==> src/rtl/dmac_pkg.sv <==
`timescale 1ns/1ps
package dmac_pkg;
  localparam int NCH   = 4;
  localparam int CH_W  = $clog2(NCH);
  localparam int DW    = 8;
  localparam int IDX_W = 4;
  localparam int OFS_W = IDX_W - 1;
  localparam int MODE_W = DW - CH_W;

  // port offsets within the controller half of the index space (index - 8)
  typedef enum logic [OFS_W-1:0] {
    OFS_CMD   = 3'd0,
    OFS_REQ   = 3'd1,
    OFS_SMASK = 3'd2,
    OFS_MODE  = 3'd3,
    OFS_FFCLR = 3'd4,
    OFS_MRST  = 3'd5,
    OFS_MCLR  = 3'd6,
    OFS_MALL  = 3'd7
  } ctl_ofs_e;

  // only the controller-disable bit may be set in an accepted command
  localparam logic [DW-1:0] CMD_KEEP_BITS = 8'h04;
  localparam int SET_BIT = CH_W;  // data bit choosing set or clear

  typedef struct packed {
    logic [1:0] xfer;
    logic       dec;
    logic       autoi;
    logic [1:0] op;
  } mode_t;
endpackage

==> src/rtl/dmac_cmd_reg.sv <==
`timescale 1ns/1ps
module dmac_cmd_reg
  import dmac_pkg::*;
(
  input  logic          clk,
  input  logic          rst_n,
  input  logic          wr,
  input  logic          mrst,
  input  logic [DW-1:0] wdata,
  output logic [DW-1:0] cmd
);
  logic accept;
  assign accept = ((wdata & ~CMD_KEEP_BITS) == '0);

  always_ff @(posedge clk or negedge rst_n) begin
    if (!rst_n)              cmd <= '0;
    else if (mrst)           cmd <= '0;
    else if (wr && accept)   cmd <= wdata;
  end
endmodule

==> src/rtl/dmac_mask_reg.sv <==
`timescale 1ns/1ps
module dmac_mask_reg
  import dmac_pkg::*;
(
  input  logic            clk,
  input  logic            rst_n,
  input  logic            single_wr,
  input  logic            clr_all,
  input  logic            wr_all,
  input  logic            mrst,
  input  logic [CH_W-1:0] sel,
  input  logic            set_bit,
  input  logic [NCH-1:0]  all_bits,
  output logic [NCH-1:0]  mask
);
  always_ff @(posedge clk or negedge rst_n) begin
    if (!rst_n)         mask <= '1;
    else if (mrst)      mask <= '1;
    else if (clr_all)   mask <= '0;
    else if (wr_all)    mask <= all_bits;
    else if (single_wr) mask[sel] <= set_bit;
  end
endmodule

==> src/rtl/dmac_status_reg.sv <==
`timescale 1ns/1ps
module dmac_status_reg
  import dmac_pkg::*;
(
  input  logic            clk,
  input  logic            rst_n,
  input  logic            req_wr,
  input  logic [CH_W-1:0] req_ch,
  input  logic            req_set,
  input  logic            mrst,
  input  logic            rd_clr,
  input  logic [NCH-1:0]  tc_hit,
  input  logic [NCH-1:0]  hold_req,
  input  logic [NCH-1:0]  rel_req,
  output logic [2*NCH-1:0] status
);
  logic [NCH-1:0] tc_nxt, rq_nxt;

  // precedence: read-clear, port write, master reset, then external inputs
  always_comb begin
    tc_nxt = status[NCH-1:0];
    rq_nxt = status[2*NCH-1:NCH];
    if (rd_clr) tc_nxt = '0;
    if (req_wr) begin
      if (req_set) begin
        rq_nxt[req_ch] = 1'b1;
      end else begin
        rq_nxt[req_ch] = 1'b0;
        tc_nxt[req_ch] = 1'b0;
      end
    end
    if (mrst) begin
      tc_nxt = '0;
      rq_nxt = '0;
    end
    tc_nxt = tc_nxt | tc_hit;
    rq_nxt = (rq_nxt | hold_req) & ~rel_req;
  end

  always_ff @(posedge clk or negedge rst_n) begin
    if (!rst_n) status <= '0;
    else        status <= {rq_nxt, tc_nxt};
  end
endmodule

==> src/rtl/dmac_mode_bank.sv <==
`timescale 1ns/1ps
module dmac_mode_bank
  import dmac_pkg::*;
(
  input  logic            clk,
  input  logic            rst_n,
  input  logic            wr,
  input  logic [DW-1:0]   wdata,
  output logic [2*NCH-1:0] op,
  output logic [NCH-1:0]  autoi,
  output logic [NCH-1:0]  dec,
  output logic [2*NCH-1:0] xfer
);
  logic [CH_W-1:0] sel;
  mode_t           incoming;
  assign sel      = wdata[CH_W-1:0];
  assign incoming = mode_t'(wdata[DW-1:CH_W]);

  for (genvar c = 0; c < NCH; c++) begin : g_ch
    mode_t mode_q;
    always_ff @(posedge clk or negedge rst_n) begin
      if (!rst_n)                          mode_q <= '0;
      else if (wr && sel == CH_W'(c))      mode_q <= incoming;
    end
    assign op[2*c +: 2]   = mode_q.op;
    assign autoi[c]       = mode_q.autoi;
    assign dec[c]         = mode_q.dec;
    assign xfer[2*c +: 2] = mode_q.xfer;
  end
endmodule

==> src/rtl/dmac_ctl_ports.sv <==
`timescale 1ns/1ps
module dmac_ctl_ports
  import dmac_pkg::*;
(
  input  logic             clk,
  input  logic             rst_n,
  input  logic             wr_en,
  input  logic             rd_en,
  input  logic [IDX_W-1:0] port_idx,
  input  logic [DW-1:0]    wdata,
  input  logic [NCH-1:0]   hold_req,
  input  logic [NCH-1:0]   rel_req,
  input  logic [NCH-1:0]   tc_hit,
  output logic             rvalid,
  output logic [DW-1:0]    rdata,
  output logic [DW-1:0]    ctl_cmd,
  output logic [NCH-1:0]   chan_mask,
  output logic [2*NCH-1:0] mode_op,
  output logic [NCH-1:0]   mode_auto,
  output logic [NCH-1:0]   mode_dec,
  output logic [2*NCH-1:0] mode_xfer,
  output logic             ff_clear
);
  localparam int NPORT = 1 << OFS_W;

  logic             ctl_space;
  logic [OFS_W-1:0] ofs;
  logic [NPORT-1:0] wr_hit, rd_hit;
  logic [2*NCH-1:0] status_q;
  logic [DW-1:0]    rdata_d;

  assign ctl_space = port_idx[IDX_W-1];
  assign ofs       = port_idx[OFS_W-1:0];

  for (genvar p = 0; p < NPORT; p++) begin : g_dec
    assign wr_hit[p] = wr_en && ctl_space && (ofs == OFS_W'(p));
    assign rd_hit[p] = rd_en && ctl_space && (ofs == OFS_W'(p));
  end

  dmac_cmd_reg u_cmd (
    .clk(clk), .rst_n(rst_n),
    .wr(wr_hit[OFS_CMD]), .mrst(wr_hit[OFS_MRST]),
    .wdata(wdata), .cmd(ctl_cmd)
  );

  dmac_mask_reg u_mask (
    .clk(clk), .rst_n(rst_n),
    .single_wr(wr_hit[OFS_SMASK]), .clr_all(wr_hit[OFS_MCLR]),
    .wr_all(wr_hit[OFS_MALL]), .mrst(wr_hit[OFS_MRST]),
    .sel(wdata[CH_W-1:0]), .set_bit(wdata[SET_BIT]),
    .all_bits(wdata[NCH-1:0]), .mask(chan_mask)
  );

  dmac_status_reg u_status (
    .clk(clk), .rst_n(rst_n),
    .req_wr(wr_hit[OFS_REQ]), .req_ch(wdata[CH_W-1:0]),
    .req_set(wdata[SET_BIT]), .mrst(wr_hit[OFS_MRST]),
    .rd_clr(rd_hit[OFS_CMD]), .tc_hit(tc_hit),
    .hold_req(hold_req), .rel_req(rel_req), .status(status_q)
  );

  dmac_mode_bank u_mode (
    .clk(clk), .rst_n(rst_n),
    .wr(wr_hit[OFS_MODE]), .wdata(wdata),
    .op(mode_op), .autoi(mode_auto), .dec(mode_dec), .xfer(mode_xfer)
  );

  // read mux: status shares offset 0 with command, mask shares offset 7
  always_comb begin
    rdata_d = '0;
    if (rd_hit[OFS_CMD])       rdata_d = status_q;
    else if (rd_hit[OFS_MALL]) rdata_d = {{(DW-NCH){1'b0}}, chan_mask};
  end

  always_ff @(posedge clk or negedge rst_n) begin
    if (!rst_n) begin
      rvalid   <= 1'b0;
      rdata    <= '0;
      ff_clear <= 1'b0;
    end else begin
      rvalid   <= rd_en;
      rdata    <= rdata_d;
      ff_clear <= wr_hit[OFS_FFCLR] || wr_hit[OFS_MRST];
    end
  end
endmodule

==> config.mk <==
export PLATFORM = sky130hd
export DESIGN_NAME = dmac_ctl_ports
export DESIGN_NICKNAME = d
export VERILOG_FILES = /design/src/rtl/dmac_pkg.sv /design/src/rtl/dmac_cmd_reg.sv /design/src/rtl/dmac_mask_reg.sv /design/src/rtl/dmac_status_reg.sv /design/src/rtl/dmac_mode_bank.sv /design/src/rtl/dmac_ctl_ports.sv
export SDC_FILE = /design/constraint.sdc
export NUM_CORES = 1
export LEC_CHECK = 0
export ABC_AREA = 0
export BUFFER_PORTS_ARGS = -buffer_cell sky130_fd_sc_hd__buf_2
export CAP_MARGIN = 20
export CELL_PAD_IN_SITES_DETAIL_PLACEMENT = 1
export CELL_PAD_IN_SITES_GLOBAL_PLACEMENT = 1
export CORE_ASPECT_RATIO = 0.75
export CORE_MARGIN = 2
export CORE_UTILIZATION = 30
export CTS_CLUSTER_SIZE = 8
export DETAILED_ROUTE_END_ITERATION = 6
export PLACE_DENSITY_LB_ADDON = 0.1
export SYNTH_ARGS = -nofsm -noshare
export SYNTH_HDL_FRONTEND = slang
export SYNTH_SLANG_ARGS = --single-unit
==> constraint.sdc <==
create_clock -name clk -period 0.8 [get_ports clk]
set_input_delay 0.08 -clock clk [delete_from_list [all_inputs] [get_ports clk]]
set_output_delay 0.08 -clock clk [all_outputs]
set_load 0.01 [all_outputs]
### Word level (Yosys, flattened, before mapping)

Index checks and enable logic that the tools add are counted.

| storage, ports and cells | value |
|---|---|
| output and inout bits | 46 |
| bits in registers | 54 |
| word-level logic and storage cells | 84 |

| operators by class | value |
|---|---|
| reductions and logical operators | 24 |
| muxes and demuxes | 18 |
| eq/ne operators | 10 |
| bitwise logic cells | 8 |
| order comparisons | 2 |

Operators with widths:

| cell | count |
|---|---|
| $mux 4 | 12 |
| $mux 8 | 3 |
| $logic_and 1x1->1 | 18 |
| $and 4x4->4 | 3 |
| $eq 3x3->1 const B | 4 |
| $or 4x4->4 | 3 |
| $logic_not 8->1 | 1 |
| $not 4->4 | 2 |
| $eq 3x2->1 const B | 2 |
| $bwmux 4 | 1 |
| $eq 2x2->1 const B | 2 |
| $reduce_bool 4->1 | 1 |
| $eq 3x1->1 const B | 1 |
| $logic_not 3->1 | 1 |
| $lt 2x3->1 const B | 1 |
| $demux 1 s2 | 1 |
| $eq 2x1->1 const B | 1 |
| $ge 2x1->1 const B | 1 |
| $logic_not 2->1 | 1 |
| $reduce_bool 2->1 | 1 |
| $logic_or 1x1->1 | 1 |
| $mux 1 | 1 |

### Logic depth before layout (Yosys ltp)

| depth | value |
|---|---|
| depth after elaboration | 11 |
| gate-level depth with buffers | 5 |
| mapped depth without buffers | 4 |

### Cells and area by module

From an unflattened synthesis, not the netlist that was laid out.

| second synthesis, totals | value |
|---|---|
| cell total of the unflattened synthesis | 180 |
| area total of the unflattened synthesis | 2,329.7 sq um |

Modules (own cells, without submodules):

| module | area each (sq um) | cells an instance | instances |
|---|---|---|---|
| dmac_mode_bank | 917.1 | 52 | 1 |
| dmac_ctl_ports | 476.7 | 45 | 1 |
| dmac_status_reg | 371.6 | 35 | 1 |
| dmac_cmd_reg | 312.8 | 23 | 1 |
| dmac_mask_reg | 251.5 | 25 | 1 |

### Worst setup path before layout

OpenSTA, ideal clock, no wires.

| timing | value |
|---|---|
| path type | in2reg |
| start point | in wdata[1] |
| end point | reg u_mode.g_ch[3].mode_q (netlist bit u_mode.autoi[3]) |
| stages | 4 |
| data required time | 0.675 ns |
| arrival | 1.118 ns |
| buffers on the path | 1 |
| library setup time | 0.125 ns |
| slack | -0.443 ns |
| cell sequence | clkbuf_1 nand2_1 nor2_1 mux2_2 |

| on the way | value |
|---|---|
| word-level cells in the longest chain between the ends | 2 |

RTL lines:

| what | line | text |
|---|---|---|
| start: declaration | dmac_ctl_ports.sv:10 | `input logic [DW-1:0] wdata,` |
| $eq 2x2->1 | dmac_mode_bank.sv:23 | `else if (wr && sel == CH_W'(c)) mode_q <= incoming;` |
| $logic_and 1x1->1 | dmac_mode_bank.sv:23 |  |
| end signal: assignment | dmac_mode_bank.sv:23 |  |
| end: declaration | dmac_mode_bank.sv:20 | `mode_t mode_q;` |

No other way between the ends.
A chain may end at the register's enable or synchronous reset.

### Worst setup path after layout

| timing | value |
|---|---|
| start point | reg u_mask.mask[0] |
| end point | out chan_mask[0] |

RTL lines:

| what | line | text |
|---|---|---|
| start: declaration | dmac_mask_reg.sv:14 | `output logic [NCH-1:0] mask` |
| start signal: assignment | dmac_mask_reg.sv:20 | `else if (wr_all) mask <= all_bits;` |
| start signal: indexed assignment | dmac_mask_reg.sv:21 | `else if (single_wr) mask[sel] <= set_bit;` |
| end: declaration | dmac_ctl_ports.sv:17 | `output logic [NCH-1:0] chan_mask,` |

No word-level cell between the ends.

==> out/results.md <==
- **area growth from synthesis to layout** 72.6%
- **detailed-router iteration count before antenna repair** 4
- **cell area after placement** 3190 µm²
- **H-tree depth reported by CTS** 2
- **clock latency on the worst-skew pair** 0.32 ns
- **number of placed I/O pins** 74
- **final critical-path share of the clock period** 1.33
- **origin of the critical flop-to-flop path** u_mask.mask[0]
- **capturing instance or port of the critical path** chan_mask[0]
- **antenna violations before repair** 0
- **layout net count** 372
- **final worst clock skew** 0.0114 ns
- **relative max-transition margin** 0.779
- **fin crit period** 1.07 ns
- **crit-path max FO** 2
- **internal reg-to-reg setup slack** -0.13 ns
- **Design Area, Final** 3990 µm²
- **detailed-route wire length per cell** 16.6 µm
- **cell count after synthesis** 187
- **critical path depth** 1
- **fraction of layout cells with a size suffix above 1** 0.626
- **Worst-path clk slew** 0.10 ns
- **cell depth of the worst flop-to-flop path** 3
- **Crit Path Category** reg2out
- **Arrival @ worst endpoint** 0.99 ns
- **destination of the worst register-to-register timing path** u_mask.mask[0]
- **setup-violating endpoint count in the final report** 94
- **number of diodes added for antenna fixing** 0
- **worst hold-check slack** 0.145 ns
- **Netlist cell types** 37
- **total design power** 0.00728 W
- **post-detailed-placement half-perimeter wirelength** 5130 µm
- **FMAX** 939 MHz
- **class of the most critical hold timing path** in2reg
- **horizontal die dimension** 105 µm
- **TritonCTS Buffers** 5
- **count of flip-flops with a built-in enable after synthesis** 0
- **Post-synth top flop** sky130_fd_sc_hd__dfrtp_1
- **final worst slack** -0.265 ns
- **total area of multi-input combinational cells** 1140 µm²
- **failing checks** negative setup slack
- **slew at the pin closest to its max-slew limit** 0.330 ns
- **number of buffers inserted by port buffering** 73
- **Seq cells post-synth** 54
- **Post-Synthesis Cell Area** 2310 µm²
- **clock tree from TritonCTS** done
- **Worst IR Drop VDD** 0.810 mV
- **CORE AREA** 7400 µm²
- **Total Negative Setup Slacks** -10.09 ns
- **die footprint** 8430 µm²
- **Die Y** 80.0 µm
- **register area share after synthesis** 0.587
- **CP Launch Point** u_mask.mask[0]
- **PD cells** 1820 nW/µm²
- **result of the run** finished with violations
- **filler cell count** 797
- **critical path cell sequence** buf_6
- **sort of element at the end of the critical path** output port
- **via count** 2080
- **async set or reset register ratio after synthesis** 1.00
- **maximum number of pins on one net before global-route repair** 35
- **total nets after synthesis** 215
- **FF/Latch Area** 1360 µm²
- **leakage power total** 2.05 nW
- **vias per std cell** 4.66
- **Data required, critical path** 0.72 ns
- **number of warnings reported in the yosys synthesis log** 0
- **library cell contributing the largest single delay on the critical path** sky130_fd_sc_hd__dfstp_2
- **residual DRC count** 0
- **endpoints failing hold** 0
- **longest individual stage delay on the worst path** 0.57 ns
- **grt total ovfl** 0
- **Startpoint Class** flop
- **count of nets left with antenna violations after detail routing** 0
- **buffer depth of the longest clock path** 2
- **largest cells by area after synthesis** sky130_fd_sc_hd__dfrtp_1 54%, sky130_fd_sc_hd__mux2_2 9.3%, sky130_fd_sc_hd__dfstp_2 4.5%
- **total count of max-transition violations in the final report** 0
- **Synth area leader** sky130_fd_sc_hd__dfrtp_1
- **Synth top area share** 0.541
- **kind of cell adding the most delay to the critical path** flip-flops
- **total routing resource utilization after global routing** 0.184
- **Max Cap Violations** 0
- **RSZ-0062 raised after global routing** true
- **effective utilization at floorplan** 0.313
- **final core utilization** 0.539
- **wire length of the first global-routing pass** 11800 µm
- **placer's final routability congestion estimate** 0.770
- **Iteration-0 DRC Markers** 39
- **clock sinks** 54
- **average footprint of a synthesized cell** 12.4 µm²
- **vias in the first global route** 2241
- **worst path buffer plus inverter count** 1
- **Total Wirelength** 7390 µm
- **row count** 27
- **Commonest cells post-synth** 50 x sky130_fd_sc_hd__dfrtp_1, 19 x sky130_fd_sc_hd__mux2_2, 12 x sky130_fd_sc_hd__nand2_1, 12 x sky130_fd_sc_hd__nor2_1
- **cell at the root of the clock tree** sky130_fd_sc_hd__clkbuf_8
- **most used standard cell by instance count after synthesis** sky130_fd_sc_hd__dfrtp_1
[registers in the layout, summed over array words and instances, names as in the netlist]
name / flops
rvalid: 1
u_mode.dec: 4
ff_clear: 1
u_mode.op: 8
u_mask.mask: 4
rdata: 8
u_status.status: 8
u_mode.xfer: 8
u_mode.autoi: 4
u_cmd.cmd: 8
[power breakdown]
part           switching, W  internal, W
clock              0.000907      0.00133
sequential         0.000164      0.00302
combinational      0.000736      0.00112
[layer usage]
layer | GRT usage | wire, µm | vias up
met5 | 0 | 0 | -
met1 | 0.252 | 3490 | 1044
li1 | - | - | 986
met3 | 0.0408 | 290 | 8
met2 | 0.292 | 3530 | 42
met4 | 0.0560 | 80 | 0
[layout make-up]
type	instances	area share
Clock inverter	2	0.0150
Multi-Input combinational cell	122	0.286
Sequential cell	54	0.340
Tap cell	101	0.0317
Inverter	3	0.00282
Timing Repair Buffer	158	0.304
Clock buffer	6	0.0207
[logic make-up (layout without fill, tap and decap cells)]
group | after synthesis | after routing | synth area share
and+or+nand+nor | 59 | 59 | 0.146
DFF | 54 | 54 | 0.587
AOI/OAI and AO/OA | 36 | 36 | 0.106
muxes | 27 | 27 | 0.140
buffers and inverters | 11 | 169 | 0.0222
[through the flow]
stage,setup WS [ns],std cells
6_report,-0.265,446
5_1_grt,-0.299,446
4_1_cts,-0.277,436
3_5_place_dp,-0.630,397
3_3_place_gp,-0.598,397
2_1_floorplan,-0.441,187
[worst min-delay path by stage]
stage | from | endpoint | slack [ns] | cells past startpoint
after floorplan | rst_n | ff_clear | -0.22 | 0
after global placement | rst_n | u_cmd.cmd[6] | 0.07 | 2
after detailed placement | rst_n | u_status.status[6] | 0.07 | 2
after CTS | wdata[7] | u_mode.xfer[7] | 0.13 | 3
after global routing | wdata[7] | u_mode.xfer[5] | 0.13 | 3
final | wdata[7] | u_mode.xfer[7] | 0.14 | 3
[timing repair]
item,4_1_cts,5_1_grt
endpoints found under the setup margin,98,98
pin swaps,12,12
hold buffers,14,0
resized for setup,51,24
endpoints found under the hold margin,59,0
setup buffers,17,12
[layout by cell type (no fill, tap or decap), types with 2 or more instances in the layout]
master	instances
sky130_fd_sc_hd__inv_1	3
sky130_fd_sc_hd__a31oi_1	2
sky130_fd_sc_hd__a41o_1	2
sky130_fd_sc_hd__a21oi_2	6
sky130_fd_sc_hd__nor2_1	6
sky130_fd_sc_hd__a22o_1	4
sky130_fd_sc_hd__clkbuf_8	6
sky130_fd_sc_hd__a31o_2	5
sky130_fd_sc_hd__nor2_2	3
sky130_fd_sc_hd__o21ai_2	2
sky130_fd_sc_hd__dfstp_2	4
sky130_fd_sc_hd__nor3b_2	2
sky130_fd_sc_hd__a21oi_1	3
sky130_fd_sc_hd__o21ai_0	4
sky130_fd_sc_hd__buf_4	54
sky130_fd_sc_hd__mux2_4	25
sky130_fd_sc_hd__o22ai_1	2
sky130_fd_sc_hd__nor2b_1	8
sky130_fd_sc_hd__bufinv_16	2
sky130_fd_sc_hd__nor2_4	3
sky130_fd_sc_hd__dlygate4sd3_1	14
sky130_fd_sc_hd__o221ai_1	2
sky130_fd_sc_hd__nor4_4	2
sky130_fd_sc_hd__buf_2	57
sky130_fd_sc_hd__and2_1	3
sky130_fd_sc_hd__dfrtp_1	50
sky130_fd_sc_hd__nand2b_1	2
sky130_fd_sc_hd__buf_6	31
sky130_fd_sc_hd__o21ai_1	2
sky130_fd_sc_hd__nand2_1	12
sky130_fd_sc_hd__nand3_1	4
(Power assumes the default switching activity.)
